## src/rtl/rr_pkg.sv

```systemverilog
package rr_pkg;

  typedef enum logic [1:0] {
    RR_IDLE = 2'd0,
    RR_SCAN = 2'd1,
    RR_MAC  = 2'd2
  } rr_state_e;

  // index width for a select over n entries, never below one bit
  function automatic int idx_w(int n);
    return (n > 1) ? $clog2(n) : 1;
  endfunction

endpackage

```

## src/rtl/rr_seq.sv

```systemverilog
module rr_seq
  import rr_pkg::*;
#(
  parameter int L   = 3,
  parameter int M   = 2,
  parameter int NPH = 4,
  localparam int PHW   = idx_w(L),
  localparam int TW    = idx_w(NPH),
  localparam int SLOTS = L * M,
  localparam int SW    = idx_w(SLOTS)
) (
  input  logic           clk,
  input  logic           rst_n,
  input  logic           in_valid,
  output logic           accept,
  output logic [PHW-1:0] phase,
  output logic [TW-1:0]  tap,
  output logic           mac_en,
  output logic           mac_first,
  output logic           mac_last
);

  rr_state_e      state_q, state_d;
  logic [SW-1:0]  slot_q, slot_d, slot_nx;
  logic [PHW-1:0] phase_q, phase_d;
  logic [TW-1:0]  tap_q, tap_d;
  logic           out_slot, last_phase, last_tap;

  always_comb begin
    state_d    = state_q;
    slot_d     = slot_q;
    phase_d    = phase_q;
    tap_d      = tap_q;
    accept     = (state_q == RR_IDLE) && in_valid;
    out_slot   = ((int'(slot_q) % M) == 0);
    last_phase = (phase_q == PHW'(L - 1));
    last_tap   = (tap_q == TW'(NPH - 1));
    slot_nx    = (slot_q == SW'(SLOTS - 1)) ? '0 : slot_q + SW'(1);
    case (state_q)
      RR_IDLE: begin
        if (in_valid) begin
          state_d = RR_SCAN;
          phase_d = '0;
        end
      end
      RR_SCAN: begin
        if (out_slot) begin
          state_d = RR_MAC;
          tap_d   = '0;
        end else begin
          slot_d = slot_nx;
          if (last_phase) state_d = RR_IDLE;
          else            phase_d = phase_q + PHW'(1);
        end
      end
      RR_MAC: begin
        if (last_tap) begin
          slot_d = slot_nx;
          if (last_phase) state_d = RR_IDLE;
          else begin
            state_d = RR_SCAN;
            phase_d = phase_q + PHW'(1);
          end
        end else begin
          tap_d = tap_q + TW'(1);
        end
      end
      default: state_d = RR_IDLE;
    endcase
  end

  always_ff @(posedge clk or negedge rst_n) begin
    if (!rst_n) begin
      state_q <= RR_IDLE;
      slot_q  <= '0;
      phase_q <= '0;
      tap_q   <= '0;
    end else begin
      state_q <= state_d;
      slot_q  <= slot_d;
      phase_q <= phase_d;
      tap_q   <= tap_d;
    end
  end

  assign phase     = phase_q;
  assign tap       = tap_q;
  assign mac_en    = (state_q == RR_MAC);
  assign mac_first = mac_en && (tap_q == '0);
  assign mac_last  = mac_en && last_tap;

  // an input always starts on a slot that is a multiple of L
  assert_accept_aligned_R4: assert property (@(posedge clk) disable iff (!rst_n)
    accept |-> ((int'(slot_q) % L) == 0))
    else $error("input accepted off an L boundary");

  // accepted input is followed by the first scan of its window
  assert_accept_scan_R7: assert property (@(posedge clk) disable iff (!rst_n)
    accept |=> (state_q == RR_SCAN && phase_q == '0))
    else $error("accepted input did not start a scan");

endmodule

```

## src/rtl/rr_history.sv

```systemverilog
module rr_history
  import rr_pkg::*;
#(
  parameter int DW  = 16,
  parameter int NPH = 4,
  localparam int TW    = idx_w(NPH),
  localparam int TAP_N = 1 << TW
) (
  input  logic                      clk,
  input  logic                      rst_n,
  input  logic                      shift_en,
  input  logic [DW-1:0]             din,
  output logic [TAP_N-1:0][DW-1:0]  hist
);

  logic [DW-1:0] stage_q [NPH];
  logic [DW-1:0] stage_d [NPH];

  always_comb begin
    for (int i = 0; i < NPH; i++) begin
      if (!shift_en)   stage_d[i] = stage_q[i];
      else if (i == 0) stage_d[i] = din;
      else             stage_d[i] = stage_q[i-1];
    end
  end

  always_ff @(posedge clk or negedge rst_n) begin
    if (!rst_n) begin
      for (int i = 0; i < NPH; i++) stage_q[i] <= '0;
    end else begin
      for (int i = 0; i < NPH; i++) stage_q[i] <= stage_d[i];
    end
  end

  for (genvar g = 0; g < TAP_N; g++) begin : g_out
    if (g < NPH) begin : g_live
      assign hist[g] = stage_q[g];
    end else begin : g_pad
      assign hist[g] = '0;
    end
  end

endmodule

```

## src/rtl/rr_mac.sv

```systemverilog
module rr_mac
  import rr_pkg::*;
#(
  parameter int DW    = 16,
  parameter int CW    = 16,
  parameter int L     = 3,
  parameter int NTAPS = 12,
  parameter int SHIFT = 15,
  parameter logic [NTAPS*CW-1:0] COEFS = '0,
  localparam int NPH   = (NTAPS + L - 1) / L,
  localparam int PHW   = idx_w(L),
  localparam int TW    = idx_w(NPH),
  localparam int PH_N  = 1 << PHW,
  localparam int TAP_N = 1 << TW,
  localparam int AW    = DW + CW + $clog2(NPH + 1) + 1
) (
  input  logic                     clk,
  input  logic                     rst_n,
  input  logic                     mac_en,
  input  logic                     mac_first,
  input  logic                     mac_last,
  input  logic [PHW-1:0]           phase,
  input  logic [TW-1:0]            tap,
  input  logic [TAP_N-1:0][DW-1:0] hist,
  output logic                     out_valid,
  output logic [DW-1:0]            out_data
);

  localparam logic signed [AW-1:0] RND    = AW'(1) << (SHIFT - 1);
  localparam logic signed [AW-1:0] SAT_HI = AW'((64'sd1 <<< (DW - 1)) - 1);
  localparam logic signed [AW-1:0] SAT_LO = -SAT_HI - AW'(1);

  // polyphase view of the taps: branch p, term i holds tap p + i*L
  logic signed [CW-1:0] poly [PH_N][TAP_N];

  for (genvar gp = 0; gp < PH_N; gp++) begin : g_ph
    for (genvar gi = 0; gi < TAP_N; gi++) begin : g_term
      localparam int T = gp + gi * L;
      if (gp < L && gi < NPH && T < NTAPS) begin : g_tap
        assign poly[gp][gi] = COEFS[T*CW +: CW];
      end else begin : g_zero
        assign poly[gp][gi] = '0;
      end
    end
  end

  logic signed [CW-1:0]    coef;
  logic signed [DW-1:0]    smp;
  logic signed [DW+CW-1:0] prod;
  logic signed [AW-1:0]    acc_q, acc_d, acc_sum, rnd;
  logic [DW-1:0]           sat, out_data_d;
  logic                    out_valid_q;
  logic [DW-1:0]           out_data_q;

  always_comb begin
    coef    = poly[phase][tap];
    smp     = hist[tap];
    prod    = coef * smp;
    acc_sum = (mac_first ? '0 : acc_q) + AW'(prod);
    acc_d   = mac_en ? acc_sum : acc_q;
    rnd     = (acc_sum + RND) >>> SHIFT;
    if (rnd > SAT_HI)      sat = SAT_HI[DW-1:0];
    else if (rnd < SAT_LO) sat = SAT_LO[DW-1:0];
    else                   sat = rnd[DW-1:0];
    out_data_d = mac_last ? sat : out_data_q;
  end

  always_ff @(posedge clk or negedge rst_n) begin
    if (!rst_n) begin
      acc_q       <= '0;
      out_valid_q <= 1'b0;
      out_data_q  <= '0;
    end else begin
      acc_q       <= acc_d;
      out_valid_q <= mac_last;
      out_data_q  <= out_data_d;
    end
  end

  assign out_valid = out_valid_q;
  assign out_data  = out_data_q;

  // a continuing term must follow a term of the same dot product
  assert_term_chain_R2: assert property (@(posedge clk) disable iff (!rst_n)
    (mac_en && !mac_first) |-> $past(mac_en))
    else $error("accumulation continued without a preceding term");

  // outputs are isolated single-cycle strobes
  assert_single_pulse_R9: assert property (@(posedge clk) disable iff (!rst_n)
    out_valid_q |=> !out_valid_q)
    else $error("output strobe lasted two cycles");

endmodule

```

## src/rtl/ratio_resampler.sv

```systemverilog
module ratio_resampler
  import rr_pkg::*;
#(
  parameter int DW    = 16,
  parameter int CW    = 16,
  parameter int L     = 3,
  parameter int M     = 2,
  parameter int NTAPS = 12,
  parameter int SHIFT = 15,
  parameter logic [NTAPS*CW-1:0] COEFS = {NTAPS{CW'(1) << (CW - 3)}},
  localparam int NPH     = (NTAPS + L - 1) / L,
  localparam int PHW     = idx_w(L),
  localparam int TW      = idx_w(NPH),
  localparam int TAP_N   = 1 << TW,
  localparam int OUT_MAX = (L + M - 1) / M
) (
  input  logic          clk,
  input  logic          rst_n,
  input  logic          in_valid,
  input  logic [DW-1:0] in_data,
  output logic          out_valid,
  output logic [DW-1:0] out_data
);

  // asynchronous assertion, synchronous release
  logic [1:0] rst_sync_q, rst_sync_d;
  logic       rst_n_i;

  assign rst_sync_d = {rst_sync_q[0], 1'b1};

  always_ff @(posedge clk or negedge rst_n) begin
    if (!rst_n) rst_sync_q <= '0;
    else        rst_sync_q <= rst_sync_d;
  end

  assign rst_n_i = rst_sync_q[1];

  logic                     accept, mac_en, mac_first, mac_last;
  logic [PHW-1:0]           phase;
  logic [TW-1:0]            tap;
  logic [TAP_N-1:0][DW-1:0] hist;

  rr_seq #(.L(L), .M(M), .NPH(NPH)) u_seq (
    .clk       (clk),
    .rst_n     (rst_n_i),
    .in_valid  (in_valid),
    .accept    (accept),
    .phase     (phase),
    .tap       (tap),
    .mac_en    (mac_en),
    .mac_first (mac_first),
    .mac_last  (mac_last)
  );

  rr_history #(.DW(DW), .NPH(NPH)) u_hist (
    .clk      (clk),
    .rst_n    (rst_n_i),
    .shift_en (accept),
    .din      (in_data),
    .hist     (hist)
  );

  rr_mac #(
    .DW(DW), .CW(CW), .L(L), .NTAPS(NTAPS), .SHIFT(SHIFT), .COEFS(COEFS)
  ) u_mac (
    .clk       (clk),
    .rst_n     (rst_n_i),
    .mac_en    (mac_en),
    .mac_first (mac_first),
    .mac_last  (mac_last),
    .phase     (phase),
    .tap       (tap),
    .hist      (hist),
    .out_valid (out_valid),
    .out_data  (out_data)
  );

  // outputs produced since the last accepted input, for the bound check
  localparam int OCW = $clog2(OUT_MAX + 2) + 1;
  logic [OCW-1:0] out_cnt_q, out_cnt_d;

  always_comb begin
    out_cnt_d = out_cnt_q;
    if (accept)         out_cnt_d = '0;
    else if (out_valid) out_cnt_d = out_cnt_q + OCW'(1);
  end

  always_ff @(posedge clk or negedge rst_n_i) begin
    if (!rst_n_i) out_cnt_q <= '0;
    else          out_cnt_q <= out_cnt_d;
  end

  assert_out_bound_R4: assert property (@(posedge clk) disable iff (!rst_n_i)
    int'(out_cnt_q) <= OUT_MAX)
    else $error("too many outputs for one input");

  assert_no_out_after_accept_R7: assert property (@(posedge clk) disable iff (!rst_n_i)
    accept |=> !out_valid)
    else $error("output strobe right after an accepted input");

endmodule

```

## config.mk

```make
export PLATFORM = sky130hd
export DESIGN_NAME = ratio_resampler
export DESIGN_NICKNAME = d
export VERILOG_FILES = /design/src/rtl/rr_pkg.sv /design/src/rtl/rr_seq.sv /design/src/rtl/rr_history.sv /design/src/rtl/rr_mac.sv /design/src/rtl/ratio_resampler.sv
export SDC_FILE = /design/constraint.sdc
export NUM_CORES = 1
export LEC_CHECK = 0
export ABC_AREA = 1
export BUFFER_PORTS_ARGS = -buffer_cell sky130_fd_sc_hd__buf_2
export CAP_MARGIN = 0
export CORE_ASPECT_RATIO = 0.5
export CORE_MARGIN = 2
export CORE_UTILIZATION = 55
export CTS_CLUSTER_DIAMETER = 120
export DETAILED_ROUTE_END_ITERATION = 6
export GPL_TIMING_DRIVEN = 0
export PLACE_DENSITY = 0.82
export SYNTH_ARGS = -nofsm -noshare
export SYNTH_HDL_FRONTEND = slang
export SYNTH_HIERARCHICAL = 1
export SYNTH_SLANG_ARGS = --single-unit
```

## constraint.sdc

```tcl
create_clock -name clk -period 4.5 [get_ports clk]
set_input_delay 0.225 -clock clk [delete_from_list [all_inputs] [get_ports clk]]
set_output_delay 0.225 -clock clk [all_outputs]
set_load 0.02 [all_outputs]
```

==> metrics, run 1 <==
status finished, violations left; failing checks negative setup slack; Global Route Usage Sum 31.06%; EDFF count, synth 0; most frequent cell after synthesis nand2_1; Setup CP Type register to register; Worst Path Required 4810 ps; FF+latch count, synth 113; Core Box Area 15700 sq um; initial DRC count 857; Root Driver clkbuf_16; CP delay by family, top simple AND/OR/NAND/NOR gates; I/O Pins 36; Post-DRT Antenna Nets 0; Post-Route WL 28290 um; start of the worst register-to-register path u_seq/tap[0]$_DFFE_PN0P_; Starting Density 57.24%; ys async rst share 100.0%; sequential fraction of the synthesis area 31.48%; Rel. slew slack 42.53%; vias in the first global route 8895; synthesized area 8984 sq um; setup ws final -1377 ps; leading area contributor after synthesis dfrtp_1; first-pass GRT wire length 42130 um; post-route clock period utilization 130.6%; GRT overflow 0; Worst EP arrival 6180 ps; critical path capture point type register; Worst Setup EP u_mac/out_data[9]$_DFFE_PN0P_; DR pass1 iterations 6; # setup viols final 26; Placer Congestion 0.9079; Slew Limit Fails 0; max cap viols 0; Most used DFF post-synth dfrtp_1; Crit path buffers/inverters 7; H-tree levels 4; clock buffer depth 2; die width 184.7 um; Synth area leaders dfrtp_1 31%, nand2_1 20%, ha_1 13%; P&R area growth vs syn 38.66%; DRC violations left 0; initial antenna violation count 0; share of the synthesized area in the top cell type 31.48%; mean post-synth cell area 6.775 sq um; worst hold path class input port to register; Row Count 32; slowest stage cell on the critical path dfrtp_2; Post-Syn Nets 1437; reg-to-reg setup timing slack -1380 ps; post-route insts no fill 1690; Max Freq 170.2 MHz; RSZ-0062 raised after global routing true; DP Cell Count 1583; Worst setup SP type register; Die Y 94.37 um; DR vias 9394; TritonCTS clock tree done; clock-pin slew on the worst setup and hold paths 70 ps; Die Area 17430 sq um; vias per cell 5.559; clk sink count 113; Detail Placement HPWL 17410 um; Synth Instances 1326; CP peak stage delay 460 ps; clk_skew 17.50 ps; cts bufs inserted 17; synth warn 6; endpoints failing hold 0; Port Buf Inserts 35; Critical Path Start u_seq/tap[0]$_DFFE_PN0P_; share of cells above drive strength 1 31.04%; antenna diode count 0; Fill cells 997; worst skew pair latency 440 ps; count of cell types in the netlist 40; Least-Margin Pin Slew 862.1 ps; final net count 1567; cells on worst reg2reg path 39; Crit path depth 39; Tmin final 5877 ps; FF-to-FF End u_mac/out_data[9]$_DFFE_PN0P_; largest net degree at the start of global routing 65; Max FO, Critical Path 10; synth cell count leaders 485 x nand2_1, 153 x nor2_1, 149 x inv_1; DR WL/cell 16.74 um
## layout by cell type, fill, tap and decap left out, types with 16 or more instances in the layout
cell type / count
o21ai_1: 19
nand3_1: 44
nand2_1: 412
dfrtp_1: 111
clkbuf_16: 21
buf_2: 42
nor2_1: 129
o21ai_0: 36
nor2_4: 23
nand2_4: 23
ha_1: 37
ha_4: 51
a21oi_2: 32
nand2_2: 67
nand3_2: 20
buf_4: 50
inv_1: 133
nor2_2: 17
inv_2: 16
## flip-flops by register name, summed over array words and instances, names as in the netlist
register,count
u_hist/hist,64
u_seq/slot_q,1
u_mac/out_valid,1
u_mac/acc_q,23
u_mac/out_data,16
u_seq/phase,2
u_seq/tap,2
rst_sync_q,2
u_seq/state_q,2
## worst register-to-register path, delay by kind of cell (launching register included)
family                     cells  cell delay [ps]
AOI/OAI and AO/OA              6             1030
DFF                            1              460
xor gates and xnor gates       2              300
and+or+nand+nor               20             1910
buffers and inverters          7              950
adders and majority gates      4             1070
## routing by layer
| layer | track usage (%) | part of all wire [%] | vias to the layer above |
|---|---|---|---|
| li1 | - | - | 4409 |
| met1 | 38.46 | 40 | 4407 |
| met2 | 54.73 | 48 | 444 |
| met3 | 5.168 | 7.0 | 134 |
| met4 | 12.63 | 4.6 | 0 |
| met5 | 0 | 0 | - |
## logic make-up (layout without fill, tap and decap cells)
| group | after synthesis | count (layout) | share of synthesized area (%) |
|---|---|---|---|
| compound gates | 122 | 122 | 7.437 |
| xor+xnor | 35 | 35 | 3.412 |
| fa+ha+maj | 92 | 92 | 12.90 |
| buf+inv | 191 | 334 | 9.137 |
| flops | 113 | 113 | 31.48 |
| other cells | 1 | 1 | 0.04174 |
| simple gates | 772 | 772 | 35.60 |
## final cells by class
cell class | count | area (sq um) | share of cell area (%)
Buffer | 35 | 317.8 | 2.551
Clock buffer | 20 | 466.7 | 3.747
Clock inverter | 12 | 155.1 | 1.245
Inverter | 156 | 608.1 | 4.881
Multi-Input combinational cell | 1022 | 6905 | 55.43
Sequential cell | 113 | 2833 | 22.74
Tap cell | 221 | 276.5 | 2.220
Timing Repair Buffer | 110 | 887.1 | 7.121
Timing Repair inverter | 1 | 7.507 | 0.06027
## repair_timing
item | 4_1_cts | 5_1_grt
setup buffers | 38 | 19
gates cloned | 2 | 2
hold buffers | 14 | 0
endpoints found under the hold margin | 15 | 0
resized for setup | 133 | 139
pin swaps | 45 | 74
setup endpoints to repair | 32 | 30
## per-stage QoR
stage	hold WS [ps]	setup TNS [ps]	utilization, %	worst slack (ps)	cell area, sq um
after global routing	18.17	-32040	79.37	-1618	12460
after floorplan	-70.59	-15740	-	-988.1	9598
after CTS	1.196	-18480	74.80	-1058	11740
final	8.367	-25590	79.37	-1377	12460
after detailed placement	11.27	-38280	64.23	-1849	10080
after global placement	11.42	-51720	64.03	-1712	10050
## worst min path at each step
stage | from | endpoint | cells past startpoint
global placement | rst_n | rst_sync_q[0]$_DFF_PN0_ | 1
global route | in_data[15] | u_hist/hist[15]$_DFFE_PN0P_ | 3
floorplan | rst_n | rst_sync_q[0]$_DFF_PN0_ | 0
finish | in_data[15] | u_hist/hist[15]$_DFFE_PN0P_ | 3
detailed placement | rst_n | rst_sync_q[0]$_DFF_PN0_ | 1
CTS | in_data[15] | u_hist/hist[15]$_DFFE_PN0P_ | 3
Power of run 1 is not shown: default switching activity piles up to over one toggle a cycle in this logic, so the estimate is an artifact.
==> run 2: changes to the inputs <==
--- a/config.mk
+++ b/config.mk
@@ -10,11 +10,12 @@
 export CAP_MARGIN = 0
 export CORE_ASPECT_RATIO = 0.5
 export CORE_MARGIN = 2
-export CORE_UTILIZATION = 55
+export CORE_UTILIZATION = 50
 export CTS_CLUSTER_DIAMETER = 120
+export CTS_CLUSTER_SIZE = 8
 export DETAILED_ROUTE_END_ITERATION = 6
 export GPL_TIMING_DRIVEN = 0
-export PLACE_DENSITY = 0.82
+export PLACE_DENSITY = 0.77
 export SYNTH_ARGS = -nofsm -noshare
 export SYNTH_HDL_FRONTEND = slang
 export SYNTH_HIERARCHICAL = 1
==> run 2 against run 1 <==
  * The run still ends with negative setup slack left
  * Worst hold slack lost 6.8 ps
  * Routed wire length shrank 4.5%
  * Clock skew grew 4.4 ps
  * First-iteration DRC count shrank 14%
  * Critical path depth shrank 1
==> metrics, run 2 (synthesis gave the netlist of run 1 again) <==
RSZ-0062 raised after global routing true; DR vias 9103; final net count 1577; commonest non-fill, non-tap cell in the layout nand2_1; Port Buf Inserts 35; multi-input combinational cell area 6765 sq um; DR WL/cell 15.76 um; Tmin final 5879 ps; Post-DRT Antenna Nets 0; Worst setup SP type register; Max FO, Critical Path 7; Root Driver clkbuf_16; post-route clock period utilization 130.6%; Global Route Usage Sum 27.11%; worst skew pair latency 440 ps; CP delay by family, top simple AND/OR/NAND/NOR gates; WHS 1.563 ps; Largest register FFs 64; Detail Placement HPWL 17580 um; most frequent cells in the layout 419 x nand2_1, 134 x inv_1, 128 x nor2_1, 111 x dfrtp_1, 64 x nand2_2; Die Y 98.78 um; clk sink count 113; Die Area 19120 sq um; first-pass GRT wire length 41730 um; Slew Limit Fails 0; clock buffer depth 2; Rel. slew slack 57.81%; Max Freq 170.1 MHz; Least-Margin Pin Slew 632.8 ps; setup ws final -1379 ps; GRT overflow 0; DRC violations left 0; Worst EP arrival 6190 ps; initial DRC count 735; CP peak stage delay 450 ps; Starting Density 51.38%; I/O Pins 36; Crit path buffers/inverters 4; P&R area growth vs syn 37.90%; Placer Congestion 0.8900; Setup CP Type register to register; DR pass1 iterations 6; largest net degree at the start of global routing 46; worst hold path class input port to register; clk_skew 21.89 ps; cell mode on critical path nand2_2; share of cells above drive strength 1 31.51%; endpoints failing hold 0; Worst Path Required 4810 ps; sequential cell area 2833 sq um; clock-pin slew on the worst setup and hold paths 70 ps; slowest stage cell on the critical path dfrtp_2; Row Count 34; status finished, violations left; initial antenna violation count 0; die width 193.6 um; vias per cell 5.314; TritonCTS clock tree done; Fill cells 1238; cts bufs inserted 17; Core Box Area 17480 sq um; H-tree levels 4; Post-Route WL 27000 um; vias in the first global route 8815; # setup viols final 26; antenna diode count 0; critical path capture point type register; max cap viols 0; failing checks negative setup slack
[run 2: changes by cell type in the layout (fill, tap and decap cells not counted), sizes merged]
cell	before	now
inv	156	159
dlygate4sd3	14	11
clkinvlp	5	3
clkinv	5	6
buf	108	121
clkbuf	43	41
[run 2: routing by layer]
layer,vias to the layer above,global-route usage (%),part of all wire (%)
li1,4418,-,-
met1,4254,33.90,43
met2,357,47.61,48
met3,74,5.236,6.1
met4,0,8.925,3.1
met5,-,0,0
[run 2: worst reg2reg max path, delay by kind of cell (launching register included)]
family / cells / cell delay [ps]
flip-flops: 1 / 450
buffers and inverters: 4 / 590
AND/OR/NAND/NOR: 23 / 2470
adder cells (fa/ha/maj): 5 / 1340
AO/OA/AOI/OAI: 6 / 880
[run 2: worst paths after layout]
kind,startpoint,to,slack (ps),cells past startpoint
setup / recovery,u_seq/tap[0]$_DFFE_PN0P_,u_mac/out_data[9]$_DFFE_PN0P_,-1380,38
hold / removal,in_data[10],u_hist/hist[10]$_DFFE_PN0P_,2,3
setup reg to reg,u_seq/tap[0]$_DFFE_PN0P_,u_mac/out_data[9]$_DFFE_PN0P_,-1380,38
hold reg to reg,rst_sync_q[1]$_DFF_PN0_,u_hist/hist[5]$_DFFE_PN0P_,260,0
max in group asynchronous,rst_sync_q[1]$_DFF_PN0_,u_mac/acc_q[21]$_DFFE_PN0P_,3390,2
min in group asynchronous,rst_n,rst_sync_q[1]$_DFF_PN0_,100,2
[run 2: repair_timing]
action                                  4_1_cts  5_1_grt
endpoints found under the setup margin       32       30
setup buffers                                50       18
hold buffers                                 10        1
resized for setup                           146      112
pin swaps                                    60       68
hold endpoints to repair                     11        1
gates cloned                                  2        3
[run 2: metrics by stage]
step	instances	setup TNS [ps]	instance area, sq um	utilization [%]	setup WS [ps]
floorplan	1326	-15740	9598	-	-988.1
global placement	1595	-52500	10070	57.57	-1740
detailed placement	1597	-39210	10120	57.86	-1926
CTS	1691	-17540	11810	67.57	-1039
global route	1713	-29890	12390	70.85	-1563
finish	1713	-25310	12390	70.85	-1379
[run 2: cell type report]
class / instances / share of cell area, %
Clock inverter: 14 / 1.434
Timing Repair inverter: 1 / 0.06060
Inverter: 156 / 4.878
Timing Repair Buffer: 120 / 7.656
Multi-Input combinational cell: 1022 / 54.61
Buffer: 35 / 2.586
Sequential cell: 113 / 22.87
Tap cell: 234 / 2.363
Clock buffer: 18 / 3.545
Power of run 2 is left out for the same reason.
==> run 3: changes to the inputs <==
--- a/config.mk
+++ b/config.mk
@@ -16,6 +16,7 @@
 export DETAILED_ROUTE_END_ITERATION = 6
 export GPL_TIMING_DRIVEN = 0
 export PLACE_DENSITY = 0.77
+export REMOVE_ABC_BUFFERS = 1
 export SYNTH_ARGS = -nofsm -noshare
 export SYNTH_HDL_FRONTEND = slang
 export SYNTH_HIERARCHICAL = 1
==> run 3 against run 2 <==
  * The flow finishes with violations (negative hold slack, negative setup slack)
  * Clock-buffer cell count stayed put
  * Global-route usage up 3.4 points
  * Routed wire length is 30% higher
  * First-iteration DRC count increased by 53%
  * Non-clock buffer count fell by 13
  * Fmax fell by 5.7%
  * Via count increased by 11%
  * Final cell count decreased by 0.64%
  * Clock skew shrank 8.7 ps
  * Sequential share of layout area fell by 0.63 points
  * Design area is 3.1% higher
  * Register-to-register slack got worse by 360 ps
  * Highest routed layer unchanged
==> metrics, run 3 (synthesis gave the netlist of run 1 again) <==
status finished, violations left; failing checks negative hold slack, negative setup slack; Fill cells 1124; antenna diode count 0; DR vias 10.13k; Post-Route WL 35030 um; cts bufs inserted 17; P&R area growth vs syn 42.10%; Detail Placement HPWL 15850 um; worst hold path class input port to register; Global Route Usage Sum 30.56%; Hold EP u_hist/hist[7]$_DFFE_PN0P_; # setup viols final 31; H-tree levels 4; vias per cell 5.949; Root Driver clkbuf_16; WHS -4.057 ps; cell mode on critical path nand2_2; die width 193.6 um; TritonCTS clock tree done; Least-Margin Pin Slew 1103 ps; Setup CP Type register to register; Starting Density 51.38%; Max Freq 160.4 MHz; setup ws final -1736 ps; Worst Path Required 4810 ps; Hold Path Origin in_data[7]; Tmin final 6236 ps; critical path capture point type register; post-route clock period utilization 138.6%; slowest stage cell on the critical path dfrtp_4; GRT overflow 0; Rel. slew slack 26.33%; Placer Congestion 0.9750; Port Buf Inserts 35; RSZ-0062 raised after global routing true; most frequent cells in the layout 400 x nand2_1, 125 x inv_1, 121 x nor2_1, 110 x dfrtp_1, 74 x buf_4; largest net degree at the start of global routing 65; DR WL/cell 20.58 um; clock-pin slew on the worst setup and hold paths 70 ps; Worst setup SP type register; Max FO, Critical Path 8; Slew Limit Fails 0; FF-to-FF End u_mac/out_data[14]$_DFFE_PN0P_; I/O Pins 36; Hold Path Stages 3; initial DRC count 1123; reg-to-reg setup timing slack -1740 ps; pre-CTS setup slack -4222 ps; post-route insts no fill 1702; Row Count 34; final net count 1566; cells on worst reg2reg path 38; Die Y 98.78 um; clock buffer depth 2; clk sink count 113; max cap viols 0; Core Box Area 17480 sq um; Post-DRT Antenna Nets 0; vias in the first global route 9363; start of the worst register-to-register path u_seq/tap[0]$_DFFE_PN0P_; Worst EP arrival 6550 ps; first-pass GRT wire length 46470 um; DRC violations left 0; DP Cell Count 1562; Die Area 19120 sq um; commonest non-fill, non-tap cell in the layout nand2_1; initial antenna violation count 0; endpoints failing hold 3; clk_skew 13.16 ps; DR pass1 iterations 6; worst skew pair latency 440 ps; Largest register FFs 64; CP peak stage delay 440 ps; share of cells above drive strength 1 35.83%
[run 3: changes by cell type in the layout (fill, tap and decap cells not counted), moves of 7 or more]
cell	delta
a21oi_4	+7
nor2_1	-7
clkbuf_1	-7
nor2_4	+11
clkbuf_8	-8
nand2_2	+9
buf_2	-7
nand2_4	+12
a21oi_2	-7
inv_2	+7
inv_1	-9
nand2_1	-19
buf_4	+12
[run 3: worst max-delay path, delay by kind of cell (launching register included)]
kind                     cells  cell delay, ps
AND/OR/NAND/NOR             19            2380
adder cells (fa/ha/maj)      5            1180
buffers and inverters        8            1130
AO/OA/AOI/OAI                4             510
XOR/XNOR                     2             450
flip-flops                   1             440
[run 3: worst max path at each step]
stage	start	to	slack [ps]	depth (start not counted)
global placement	u_seq/tap[0]$_DFFE_PN0P_	u_mac/out_data[2]$_DFFE_PN0P_	-4100	35
CTS	u_seq/tap[0]$_DFFE_PN0P_	u_mac/out_data[11]$_DFFE_PN0P_	-1310	35
detailed placement	u_seq/tap[0]$_DFFE_PN0P_	u_mac/out_data[4]$_DFFE_PN0P_	-4220	35
floorplan	u_seq/tap[0]$_DFFE_PN0P_	u_mac/out_data[0]$_DFFE_PN0P_	-2170	35
global route	u_seq/tap[0]$_DFFE_PN0P_	u_mac/out_data[14]$_DFFE_PN0P_	-1860	36
finish	u_seq/tap[0]$_DFFE_PN0P_	u_mac/out_data[14]$_DFFE_PN0P_	-1740	38
[run 3: area by class of cell]
type / instances / area [sq um] / share of cell area (%)
multi-input cells: 1023 / 7208 / 56.46
repair buffers: 142 / 1195 / 9.360
well taps: 234 / 292.8 / 2.293
clock buffers: 18 / 429.2 / 3.362
inverters: 156 / 608.1 / 4.763
clock inverters: 14 / 178.9 / 1.402
repair inverters: 2 / 15.01 / 0.1176
flip-flops and latches: 113 / 2839 / 22.24
[run 3: stage by stage]
stage | util [%] | TNS, ps | cell area, sq um
global route | 73.01 | -38810 | 12770
finish | 73.01 | -35320 | 12770
global placement | 52.73 | -137010 | 9219
CTS | 66.37 | -23830 | 11600
floorplan | - | -48740 | 8751
detailed placement | 53.02 | -112160 | 9270
[run 3: timing repair]
action | CTS | global route
endpoints found under the hold margin | 7 | 0
pin swaps | 70 | 117
gates resized for setup | 220 | 222
hold buffers | 6 | 0
buffers inserted | 64 | 37
cloned | 5 | 1
setup endpoints to repair | 37 | 31
[run 3: metal layers]
metal  global-route usage [%]  up-vias  share of wire (%)
met5                        0        -                  0
met4                    16.38        0                7.6
li1                         -     4408                  -
met3                    6.400      252                 10
met1                    36.14     4736                 37
met2                    52.94      729                 45
Power of run 3 is left out for the same reason.
